**src/rtl/gf2m_pkg.sv**
```systemverilog
package gf2m_pkg;
  typedef enum logic [1:0] {
    OP_LO  = 2'd0,
    OP_HI  = 2'd1,
    OP_REV = 2'd2,
    OP_FLD = 2'd3
  } gf_op_e;
endpackage

```
**src/rtl/gf2m_ctrl.sv**
```systemverilog
module gf2m_ctrl #(
  parameter int XLEN = 64
) (
  input  logic clk_i,
  input  logic rst_ni,
  input  logic start_i,
  output logic load_o,
  output logic step_o,
  output logic fin_o,
  output logic busy_o
);
  localparam int CNT_W = $clog2(XLEN);

  logic             busy_q;
  logic [CNT_W-1:0] cnt_q;
  logic             last;

  assign last   = busy_q && (cnt_q == CNT_W'(XLEN-1));
  assign load_o = start_i && !busy_q;
  assign step_o = busy_q;
  assign fin_o  = last;
  assign busy_o = busy_q;

  always_ff @(posedge clk_i or negedge rst_ni) begin
    if (!rst_ni) begin
      busy_q <= 1'b0;
      cnt_q  <= '0;
    end else if (busy_q) begin
      cnt_q <= cnt_q + CNT_W'(1);
      if (last) busy_q <= 1'b0;
    end else if (start_i) begin
      busy_q <= 1'b1;
      cnt_q  <= '0;
    end
  end


  busy_hold_chk: assert property (@(posedge clk_i) disable iff (!rst_ni)
    busy_q && !last |=> busy_q);

  start_accept_chk: assert property (@(posedge clk_i) disable iff (!rst_ni)
    start_i && !busy_q |=> busy_q && cnt_q == '0);
endmodule

```
**src/rtl/gf2m_step.sv**
```systemverilog
module gf2m_step #(
  parameter int XLEN  = 64,
  parameter int DEG_W = $clog2(XLEN+1)
) (
  input  logic [2*XLEN-1:0] sa_i,
  input  logic [2*XLEN-1:0] acc_i,
  input  logic              bbit_i,
  input  logic              fld_i,
  input  logic [DEG_W-1:0]  deg_i,
  input  logic [XLEN:0]     poly_i,
  output logic [2*XLEN-1:0] sa_o,
  output logic [2*XLEN-1:0] acc_o
);
  logic [2*XLEN-1:0] sh;
  logic [2*XLEN-1:0] poly_ext;

  assign poly_ext = {{(XLEN-1){1'b0}}, poly_i};
  assign sh       = sa_i << 1;

  always_comb begin
    acc_o = bbit_i ? (acc_i ^ sa_i) : acc_i;
    sa_o  = sh;
    // overflow into x^m folds back through the modulus
    if (fld_i && sh[deg_i]) sa_o = sh ^ poly_ext;
  end
endmodule

```
**src/rtl/gf2m_slice.sv**
```systemverilog
module gf2m_slice
  import gf2m_pkg::*;
#(
  parameter int XLEN = 64
) (
  input  gf_op_e            op_i,
  input  logic [2*XLEN-1:0] prod_i,
  output logic [XLEN-1:0]   res_o
);
  always_comb begin
    unique case (op_i)
      OP_HI:   res_o = prod_i[2*XLEN-1:XLEN];
      OP_REV:  res_o = prod_i[2*XLEN-2:XLEN-1];
      default: res_o = prod_i[XLEN-1:0];
    endcase
  end
endmodule

```
**src/rtl/gf2m_mul.sv**
```systemverilog
module gf2m_mul
  import gf2m_pkg::*;
#(
  parameter  int XLEN  = 64,
  localparam int DEG_W = $clog2(XLEN+1)
) (
  input  logic              clk_i,
  input  logic              rst_ni,
  input  logic              start_i,
  input  logic [1:0]        op_i,
  input  logic [XLEN-1:0]   a_i,
  input  logic [XLEN-1:0]   b_i,
  input  logic [DEG_W-1:0]  deg_i,
  input  logic [XLEN:0]     poly_i,
  output logic [XLEN-1:0]   result_o,
  output logic              done_o
);
  logic              load, step, fin, busy;
  logic [2*XLEN-1:0] sa_q, acc_q, sa_n, acc_n;
  logic [XLEN-1:0]   b_q, res_n, result_q;
  gf_op_e            op_q;
  logic [DEG_W-1:0]  deg_q;
  logic [XLEN:0]     poly_q;
  logic              done_q;

  gf2m_ctrl #(.XLEN(XLEN)) u_ctrl (
    .clk_i  (clk_i),
    .rst_ni (rst_ni),
    .start_i(start_i),
    .load_o (load),
    .step_o (step),
    .fin_o  (fin),
    .busy_o (busy)
  );

  gf2m_step #(.XLEN(XLEN), .DEG_W(DEG_W)) u_step (
    .sa_i  (sa_q),
    .acc_i (acc_q),
    .bbit_i(b_q[0]),
    .fld_i (op_q == OP_FLD),
    .deg_i (deg_q),
    .poly_i(poly_q),
    .sa_o  (sa_n),
    .acc_o (acc_n)
  );

  gf2m_slice #(.XLEN(XLEN)) u_slice (
    .op_i  (op_q),
    .prod_i(acc_n),
    .res_o (res_n)
  );

  always_ff @(posedge clk_i or negedge rst_ni) begin
    if (!rst_ni) begin
      sa_q     <= '0;
      acc_q    <= '0;
      b_q      <= '0;
      op_q     <= OP_LO;
      deg_q    <= '0;
      poly_q   <= '0;
      result_q <= '0;
      done_q   <= 1'b0;
    end else begin
      done_q <= fin;
      if (load) begin
        sa_q   <= {{XLEN{1'b0}}, a_i};
        acc_q  <= '0;
        b_q    <= b_i;
        op_q   <= gf_op_e'(op_i);
        deg_q  <= deg_i;
        poly_q <= poly_i;
      end else if (step) begin
        sa_q  <= sa_n;
        acc_q <= acc_n;
        b_q   <= b_q >> 1;
      end
      if (fin) result_q <= res_n;
    end
  end

  assign result_o = result_q;
  assign done_o   = done_q;


  done_pulse_chk: assert property (@(posedge clk_i) disable iff (!rst_ni)
    done_o |=> !done_o);

  done_after_busy_chk: assert property (@(posedge clk_i) disable iff (!rst_ni)
    done_o |-> !busy && $past(busy));

  result_hold_chk: assert property (@(posedge clk_i) disable iff (!rst_ni)
    !done_o |-> $stable(result_o));
endmodule

```
**config.mk**
```make
export PLATFORM = sky130hd
export DESIGN_NAME = gf2m_mul
export DESIGN_NICKNAME = d
export VERILOG_FILES = /design/src/rtl/gf2m_pkg.sv /design/src/rtl/gf2m_ctrl.sv /design/src/rtl/gf2m_step.sv /design/src/rtl/gf2m_slice.sv /design/src/rtl/gf2m_mul.sv
export SDC_FILE = /design/constraint.sdc
export NUM_CORES = 1
export LEC_CHECK = 0
export BUFFER_PORTS_ARGS = -buffer_cell sky130_fd_sc_hd__buf_2
export CORE_ASPECT_RATIO = 0.75
export CORE_UTILIZATION = 26
export DETAILED_ROUTE_END_ITERATION = 8
export PLACE_DENSITY = 0.4
export SLEW_MARGIN = 30
export SYNTH_ARGS = -nofsm -noshare
export SYNTH_HDL_FRONTEND = slang
export SYNTH_HIERARCHICAL = 1
export SYNTH_SLANG_ARGS = --single-unit
```
**constraint.sdc**
```tcl
create_clock -name clk_i -period 2.95 [get_ports clk_i]
set_clock_uncertainty 0.2 [all_clocks]
set_input_delay 0.295 -clock clk_i [delete_from_list [all_inputs] [get_ports clk_i]]
set_output_delay 0.295 -clock clk_i [all_outputs]
set_load 0.01 [all_outputs]
```
Yosys cells after proc, flatten, opt, wreduce, memory -nomap -nowiden
Index checks and enable logic that the tools add are counted.
Word-level totals
  register bits: 466
  input port bits: 205
  output and inout port bits: 65
  logic and storage cells: 40
Cells by class
  add/subtract/negate cells: 1
  magnitude comparators: 1
  equal/unequal tests: 4
  multiplexer cells: 16
  bitwise gates (word level): 2
  reductions and logical operators: 6
Operator list (number)
  2-to-1 mux 128 bit: 6
  2-to-1 mux 64 bit: 2
  one-hot mux 64 bit (2 select lines): 1
  XOR 128 bit: 1
  XOR 128 x 65 -> 128 bit: 1
  2-to-1 mux 6 bit: 2
  less-than comparator 7 x 8 -> 1 bit, second input constant: 1
  binary-select mux 1 bit (select 7 bit): 1
  adder 6 x 1 -> 6 bit, second input constant: 1
  == test 6 bit, second input constant: 1
  == test 2 bit, second input constant: 2
  2-to-1 mux 1 bit: 4
  nonzero test 2 bit: 2
  logical AND 1 bit: 3
  == test 2 x 1 -> 1 bit, second input constant: 1
  zero test 1 bit: 1

Logic depth before layout (Yosys ltp)
Gate-level depths: netlist of the first run.
  depth in word-level cells: 6
  gate-level depth with buffers: 14
  depth with buffers taken out: 8

By module
Netlist of the first run, hierarchy kept.
Modules (own cells, without submodules)
  gf2m_mul: times used 1, cells an instance 1467, area an instance 18931.9 sq um, sequential area each 11486.0 sq um
  gf2m_step: times used 1, cells an instance 1043, area an instance 7364.6 sq um, sequential area each 0.0 sq um
  gf2m_slice: times used 1, cells an instance 224, area an instance 1306.3 sq um, sequential area each 0.0 sq um
  gf2m_ctrl: times used 1, cells an instance 35, area an instance 377.9 sq um, sequential area each 175.2 sq um

Least setup slack after synthesis of the first run
OpenSTA, ideal clock, no wires.
  path type: reg2reg
  start: register deg_q[0]
  end: register sa_q[14]
  setup time: 0.132 ns
  data arrival time: 2.631 ns
  required time: 2.618 ns
  path slack: -0.013 ns
  stages on the path, launching flop included: 14
  path buffers: 6
  clock period less this slack: 2.963 ns
  cell sequence: dfrtp_1 > buf_6 > buf_6 > buf_6 > buf_2 > a221o_1 > a32o_2 > a211o_1 > buf_2 > buf_2 > o211ai_1 > o311ai_2 > mux2i_1 > o21ai_1
Between the ends
  longest elaborated chain between the ends: 6
Ends and longest elaborated chain
  start, declared: RTL line gf2m_mul.sv:22  | logic [DEG_W-1:0] deg_q;
  start signal, assigned: RTL line gf2m_mul.sv:70  | deg_q <= deg_i;
  binary-select mux 1 bit (select 7 bit): RTL line gf2m_step.sv:24  | if (fld_i && sh[deg_i]) sa_o = sh ^ poly_ext;
  2-to-1 mux 1 bit (implied by the code): RTL line gf2m_step.sv:24
  logical AND 1 bit: RTL line gf2m_step.sv:24
  2-to-1 mux 128 bit: RTL line gf2m_step.sv:24
  net sa_n[14]: RTL line gf2m_mul.sv:19  | logic [2*XLEN-1:0] sa_q, acc_q, sa_n, acc_n;
  2-to-1 mux 128 bit: RTL line gf2m_mul.sv:72  | end else if (step) begin
  2-to-1 mux 128 bit: RTL line gf2m_mul.sv:65  | if (load) begin
  end signal, assigned: RTL line gf2m_mul.sv:66  | sa_q <= {{XLEN{1'b0}}, a_i};
  end signal, assigned: RTL line gf2m_mul.sv:73  | sa_q <= sa_n;
  end, declared: RTL line gf2m_mul.sv:19
The timed path passes the listed nets, and every way through them passes these cells. The select of a mux whose other input is x is not followed.
A chain may end at the register's enable or synchronous reset.

Worst setup path after layout of the first run
  start: register deg_q[1]
  end: register sa_q[49]
The elaborated chain is that of the path after synthesis.

==> results of run 1 <==
cell families after synthesis:
| family | synth area share |
|---|---|
| AO/OA/AOI/OAI | 0.136 |
| multiplexers | 0.195 |
| XOR/XNOR | 0.0404 |
| adder cells (fa/ha/maj) | 0.00134 |
| buffers and inverters | 0.0829 |
| AND/OR/NAND/NOR | 0.128 |
| flip-flops | 0.417 |
layer usage:
layer / global-route usage / wire length (um)
met5: 0 / 0
met4: 0.0342 / 1720
met3: 0.0191 / 4410
met2: 0.281 / 44500
met1: 0.236 / 43700
power by group through the flow:
stage,registers (mW),clock network [mW],logic (mW)
global route,12.1,7.47,23.3
CTS,11.7,7.26,21.0
finish,11.7,6.95,21.4
floorplan,11.1,0,13.6
global placement,11.7,0,19.9
detailed placement,11.8,0,20.2
repair_timing:
item / 4_1_cts / 5_1_grt
endpoints found under the setup margin: 65 / 65
setup buffers: 4 / 5
gates cloned: 2 / 3
hold buffers: 205 / 0
pin swaps: 19 / 5
gates resized for setup: 28 / 30
endpoints found under the hold margin: 675 / 0
worst max-delay path: stages, from the launching register on:
cell and delay, ns:
dfrtp_2 0.47, buf_6 0.15, mux4_2 0.55, o22a_1 0.22, a32o_2 0.26, a211o_4 0.37, buf_12 0.18, o211ai_1 0.26
o311ai_2 0.14, mux2i_1 0.17, o21ai_1 0.08
metrics by stage:
stage	std cells	instance area (sq um)	utilization	power (mW)	hold WS, ns
after floorplan	2769	28000	-	24.7	-0.201
after global placement	4374	31300	0.296	31.6	0.0294
after detailed placement	4374	31300	0.296	32.0	0.0272
after CTS	4680	35400	0.334	39.9	0.149
after global routing	4688	35600	0.336	42.9	0.173
final	4689	35600	0.336	40.0	0.172
cell usage after synthesis (2+ instances only):
cell,n,area [sq um]
dfrtp_1,466,11700
nand2_1,399,1500
mux2i_1,341,3410
nor2_1,198,743
o21ai_1,176,881
mux2_2,138,1550
xnor2_1,129,1130
buf_4,85,638
clkbuf_1,79,297
nor2b_1,73,457
nand3_1,70,350
inv_1,68,255
a22oi_1,67,503
o211ai_1,67,503
and3_1,65,407
buf_2,64,320
a21oi_2,60,526
o311ai_2,60,976
buf_6,46,518
o21ai_0,23,115
mux4_2,14,315
buf_12,11,220
a21oi_1,6,30.0
mux4_1,5,131
nand2b_1,5,31.3
a22o_1,4,35.0
buf_8,4,60.1
mux2_1,4,45.0
o311ai_1,4,35.0
a31oi_1,3,18.8
buf_1,3,11.3
ha_1,3,37.5
a2bb2oi_1,2,17.5
a32oi_1,2,17.5
and2_1,2,12.5
nand4_1,2,12.5
nor3_1,2,10.0
state kept, by name (all words and copies together) (netlist names):
register	cells
sa_q	128
done_o	1
acc_q	128
u_ctrl/busy_o	1
op_q	2
b_q	64
u_ctrl/cnt_q	6
poly_q	65
deg_q	7
result_o	64
final timing paths:
| check | slack [ns] | start | cells after the start | to |
|---|---|---|---|---|
| worst max-delay path | -0.30 | deg_q[1]$_DFFE_PN0P_ | 10 | sa_q[49]$_DFFE_PN0P_ |
| worst min-delay path | 0.17 | rst_ni | 3 | poly_q[23]$_DFFE_PN0P_ |
| min in group clk_i | 0.21 | b_i[4] | 4 | b_q[4]$_DFFE_PN0P_ |
| max in group asynchronous | 1.77 | rst_ni | 3 | b_q[0]$_DFFE_PN0P_ |
| worst min register to register | 0.30 | result_o[19]$_DFFE_PN0P_ | 1 | result_o[19]$_DFFE_PN0P_ |
| worst max register to register | -0.30 | deg_q[1]$_DFFE_PN0P_ | 10 | sa_q[49]$_DFFE_PN0P_ |
final cells by class:
class,instances,area (sq um),area share
Antenna cell,1,2.50,0.0000702
Clock buffer,77,1530,0.0429
Clock inverter,18,244,0.00685
Inverter,68,263,0.00737
Multi-Input combinational cell,1943,14300,0.400
Sequential cell,466,11700,0.327
Tap cell,1417,1770,0.0497
Timing Repair Buffer,699,5890,0.165
==> run_results.csv, run 1 <==
group,metric,value,unit
status,outcome,"complete, but fails checks",
status,violations,"negative setup slack",
setup_path,critPathLaunchType,"flip-flop",
clock_tree,cts_buffers,53,
layout,most-common-layout-cells,"dfrtp_1, nand2_1, mux2i_1",
die,start_util,0.264,
die,coreArea,106000,sq um
layout,areaGrowthSynthToFinish,27.4,%
pwr,p_int,22.8,mW
timing,slew_headroom,0.346,
layout,nFillCells,10800,
pwr,p_per_area,1120,nW/um^2
timing,post-route-period-util,1.10,
clock_tree,path_clk_slew,0.07,ns
grt,grt_pass1_wl,144000,um
timing,worst_slack,-0.298,ns
route,wl_per_cell,20.1,um
synthesis,synth_area,28000,sq um
timing,period_needed,3.25,ns
synthesis,synth_edf_count,0,
pwr,pwr-share-clk,0.174,
placement,dp_hpwl,64500,um
pwr,sequentialPowerShare,0.292,
synthesis,yosysUniqueCellTypes,56,
route,num_vias,22400,
clock_tree,clk_path_buf_depth,3,
route,avgViaCountPerCell,4.77,
route,routed_wl,94400,um
grt,overflow,0,
timing,hold_viol,0,
timing,clock.fmax,308,MHz
clock_tree,clockRootBuffer,"clkbuf_16",
die,die-area,109000,sq um
route,ant_nets,0,
synthesis,synthesis.nets,2977,
placement,place_ws,-0.353,ns
layout,layout-drive-gt1-share,0.277,
synthesis,avgSynthCellArea,10.1,sq um
synthesis,ys_seq_elements,466,
grt,grt_usage,0.169,
pwr,p_leak,17.2,nW
placement,io_buffers,269,
pwr,power_switching,17.2,mW
setup_path,critPathCaptureType,"flip-flop",
synthesis,ys_warn_count,6,
clock_tree,tritoncts,"built",
synthesis,synthCells,2769,
synthesis,async_reset_ff_frac,1.00,
timing,setup_viol,65,
pwr,combPwrFrac,0.534,
placement,routabilityCongestion,0.830,
timing,drv_slew,0,
die,die_w,381,um
timing,rsz0062_at_grt,"yes",
pwr,peakVddDrop,0.000622,V
setup_path,critical_path_arrival,3.55,ns
timing,fin_tns_setup,-15.13,ns
grt,grt_max_degree,117,
setup_path,crit_fanout,39,
die,die_h,286,um
grt,grt_antenna_before_repair,2,
clock_tree,cts.sinks,466,
route,drtIter0Drc,1607,
route,dr.pass1.iters,5,
setup_path,path_class,"reg -> reg",
layout,final_nets,3439,
die,rows,103,
min_path,hold_path_class,"in -> async",
grt,grt_pass1_vias,23200,
route,drc,0,
clock_tree,h-tree-depth,2,
synthesis,ys_seq_area_frac,0.417,
synthesis,dominantRegCellSynth,"dfrtp_1",
die,io-pin-count,270,
setup_path,crit_required,3.26,ns
layout,final_common_cell,"dfrtp_1",
clock_tree,clk_latency,0.63,ns
pwr,switching_share,0.431,
run,drv_cap,0,
timing,worst_pin_slew,0.980,ns
Note: power is estimated with default switching activity, not from simulation.
==> inputs of run 2 (changes only) <==
- PLACE_DENSITY: 0.4 -> 0.45
==> run 2 against run 1 <==
Effect of this change: the flow still finishes with violations (negative setup slack); critical path depth is 4 higher; flip-flop and latch count stayed put; utilization is 0.37 points higher; worst hold slack worse by 0.15 ns; first-iteration DRC count is 14% lower; worst setup slack worse by 0.066 ns; sequential power hardly changed; combinational power is 2% higher; fmax is 2.0% lower; largest cell class unchanged.
==> run_results.csv, run 2 (same netlist as run 1, synthesis figures left out) <==
group,metric,value,unit
status,outcome,"complete, but fails checks",
status,violations,"negative setup slack",
clock_tree,cts.sinks,466,
placement,place_ws,-0.440,ns
route,routed_wl,92700,um
setup_path,critPathLaunchType,"flip-flop",
run,drv_cap,0,
layout,final_area,36000,sq um
pwr,p_leak,17.2,nW
clock_tree,tritoncts,"built",
timing,worst_pin_slew,0.787,ns
clock_tree,clk_latency,0.64,ns
placement,placed_area,31200,sq um
setup_path,critPathSlowestCell,"mux4_2",
die,die-area,109000,sq um
route,drc,0,
layout,fin_cells,4692,
layout,top_regs,"acc_q: 128 flops, sa_q: 128 flops, poly_q: 65 flops",
layout,multiInputGateArea,14500,sq um
die,die_h,286,um
timing,period_needed,3.31,ns
placement,dp_cells,4359,
layout,nFillCells,10800,
grt,grtUsageMet3,0.0184,
route,drtIter0Drc,1374,
grt,top_usage_layer,"met2",
grt,grt_pass1_vias,22100,
layout,layout-drive-gt1-share,0.287,
placement,io_buffers,269,
layout,most-common-layout-cells,"dfrtp_1, nand2_1, mux2i_1",
route,avgViaCountPerCell,4.75,
grt,grt_max_degree,100,
setup_path,cp_common_cell,"buf_6",
grt,grt_pass1_wl,139000,um
die,io-pin-count,270,
route,wl_per_cell,19.8,um
grt,overflow,0,
clock_tree,clockRootBuffer,"clkbuf_16",
grt,use_met2,0.266,
pwr,peakVddDrop,0.000782,V
layout,final_nets,3442,
die,die_w,381,um
setup_path,path_delay_family,"buffers and inverters",
min_path,hold_path_class,"in -> async",
setup_path,path_class,"reg -> reg",
timing,hold_viol,0,
layout,final-seq-area,11700,sq um
grt,use_met1,0.236,
die,start_util,0.264,
timing,drv_slew,0,
layout,final_common_cell,"dfrtp_1",
clock_tree,cts_buffers,53,
timing,slew_headroom,0.475,
clock_tree,h-tree-depth,2,
placement,dp_hpwl,62200,um
grt,grt_antenna_before_repair,4,
setup_path,critPathCaptureType,"flip-flop",
layout,areaGrowthSynthToFinish,28.8,%
die,coreArea,106000,sq um
clock_tree,clk_path_buf_depth,3,
setup_path,crit_chain,"buf_12 -> buf_8 -> buf_6 -> mux4_2 -> a22o_1 -> o21ai_1 -> nand4_1 -> buf_6 -> buf_6 -> buf_6 -> and3_4 -> o311ai_4 -> mux2i_1 -> o21ai_1",
timing,post-route-period-util,1.12,
timing,setup_viol,65,
die,rows,103,
grt,grt_usage,0.164,
clock_tree,path_clk_slew,0.07,ns
timing,fin_tns_setup,-16.94,ns
setup_path,crit_required,3.30,ns
setup_path,crit_fanout,6,
route,num_vias,22300,
setup_path,cp.buffers_inverters,6,
timing,rsz0062_at_grt,"yes",
timing,clock.fmax,302,MHz
pwr,p_per_area,1120,nW/um^2
setup_path,critical_path_arrival,3.67,ns
timing,worst_slack,-0.364,ns
placement,routabilityCongestion,0.797,
route,ant_nets,0,
route,dr.pass1.iters,5,
setup_path,cp_slowest_stage_delay,0.49,ns
-- run 2: changes by cell type in the layout (fill, tap and decap cells not counted), sizes merged --
cell | before | now
clkinvlp | 1 | 5
bufinv | 5 | 2
buf | 491 | 492
clkbuf | 80 | 81
clkinv | 11 | 10
inv | 69 | 70
-- run 2: worst paths after layout --
path	start	endpoint	slack, ns	cells past startpoint
min	rst_ni	poly_q[22]$_DFFE_PN0P_	0.03	2
min reg2reg	result_o[27]$_DFFE_PN0P_	result_o[27]$_DFFE_PN0P_	0.30	1
max	deg_q[0]$_DFFE_PN0P_	sa_q[36]$_DFFE_PN0P_	-0.36	14
max in group asynchronous	rst_ni	op_q[1]$_DFFE_PN0P_	1.67	3
max reg2reg	deg_q[0]$_DFFE_PN0P_	sa_q[36]$_DFFE_PN0P_	-0.36	14
min in group clk_i	b_i[51]	b_q[51]$_DFFE_PN0P_	0.21	4
-- run 2: metal layers --
layer  share of wire  wire length [um]
met4           0.014              1340
met2            0.46             42800
met3           0.037              3410
met1            0.49             45200
met5               0                 0
-- run 2: cell type report --
type / instances / area share
diodes: 1 / 0.0000694
flip-flops and latches: 466 / 0.324
well taps: 1417 / 0.0492
inverters: 68 / 0.00729
clock buffers: 76 / 0.0434
clock inverters: 19 / 0.00542
repair buffers: 702 / 0.168
multi-input cells: 1943 / 0.403
-- run 2: power breakdown --
part	switching [mW]	leakage [nW]	internal, mW	total, mW
sequential	2.46	5.82	9.23	11.7
combinational	11.9	10.6	9.99	21.9
clock	2.97	0.855	3.87	6.84
total	17.4	17.2	23.1	40.5
-- run 2: timing repair --
item                       4_1_cts  5_1_grt
setup endpoints to repair       65       65
hold buffers                   204        0
cloned                           4        8
setup buffers                   11       11
hold endpoints to repair       645        0
pin swaps                        6       34
resized for setup               24       89
-- run 2: per-stage QoR --
stage	power (mW)	utilization	hold WS, ns
floorplan	24.7	-	-0.201
global placement	31.1	0.294	0.117
detailed placement	31.3	0.294	0.107
CTS	39.4	0.333	0.0249
global route	43.2	0.340	0.0494
finish	40.5	0.340	0.0265
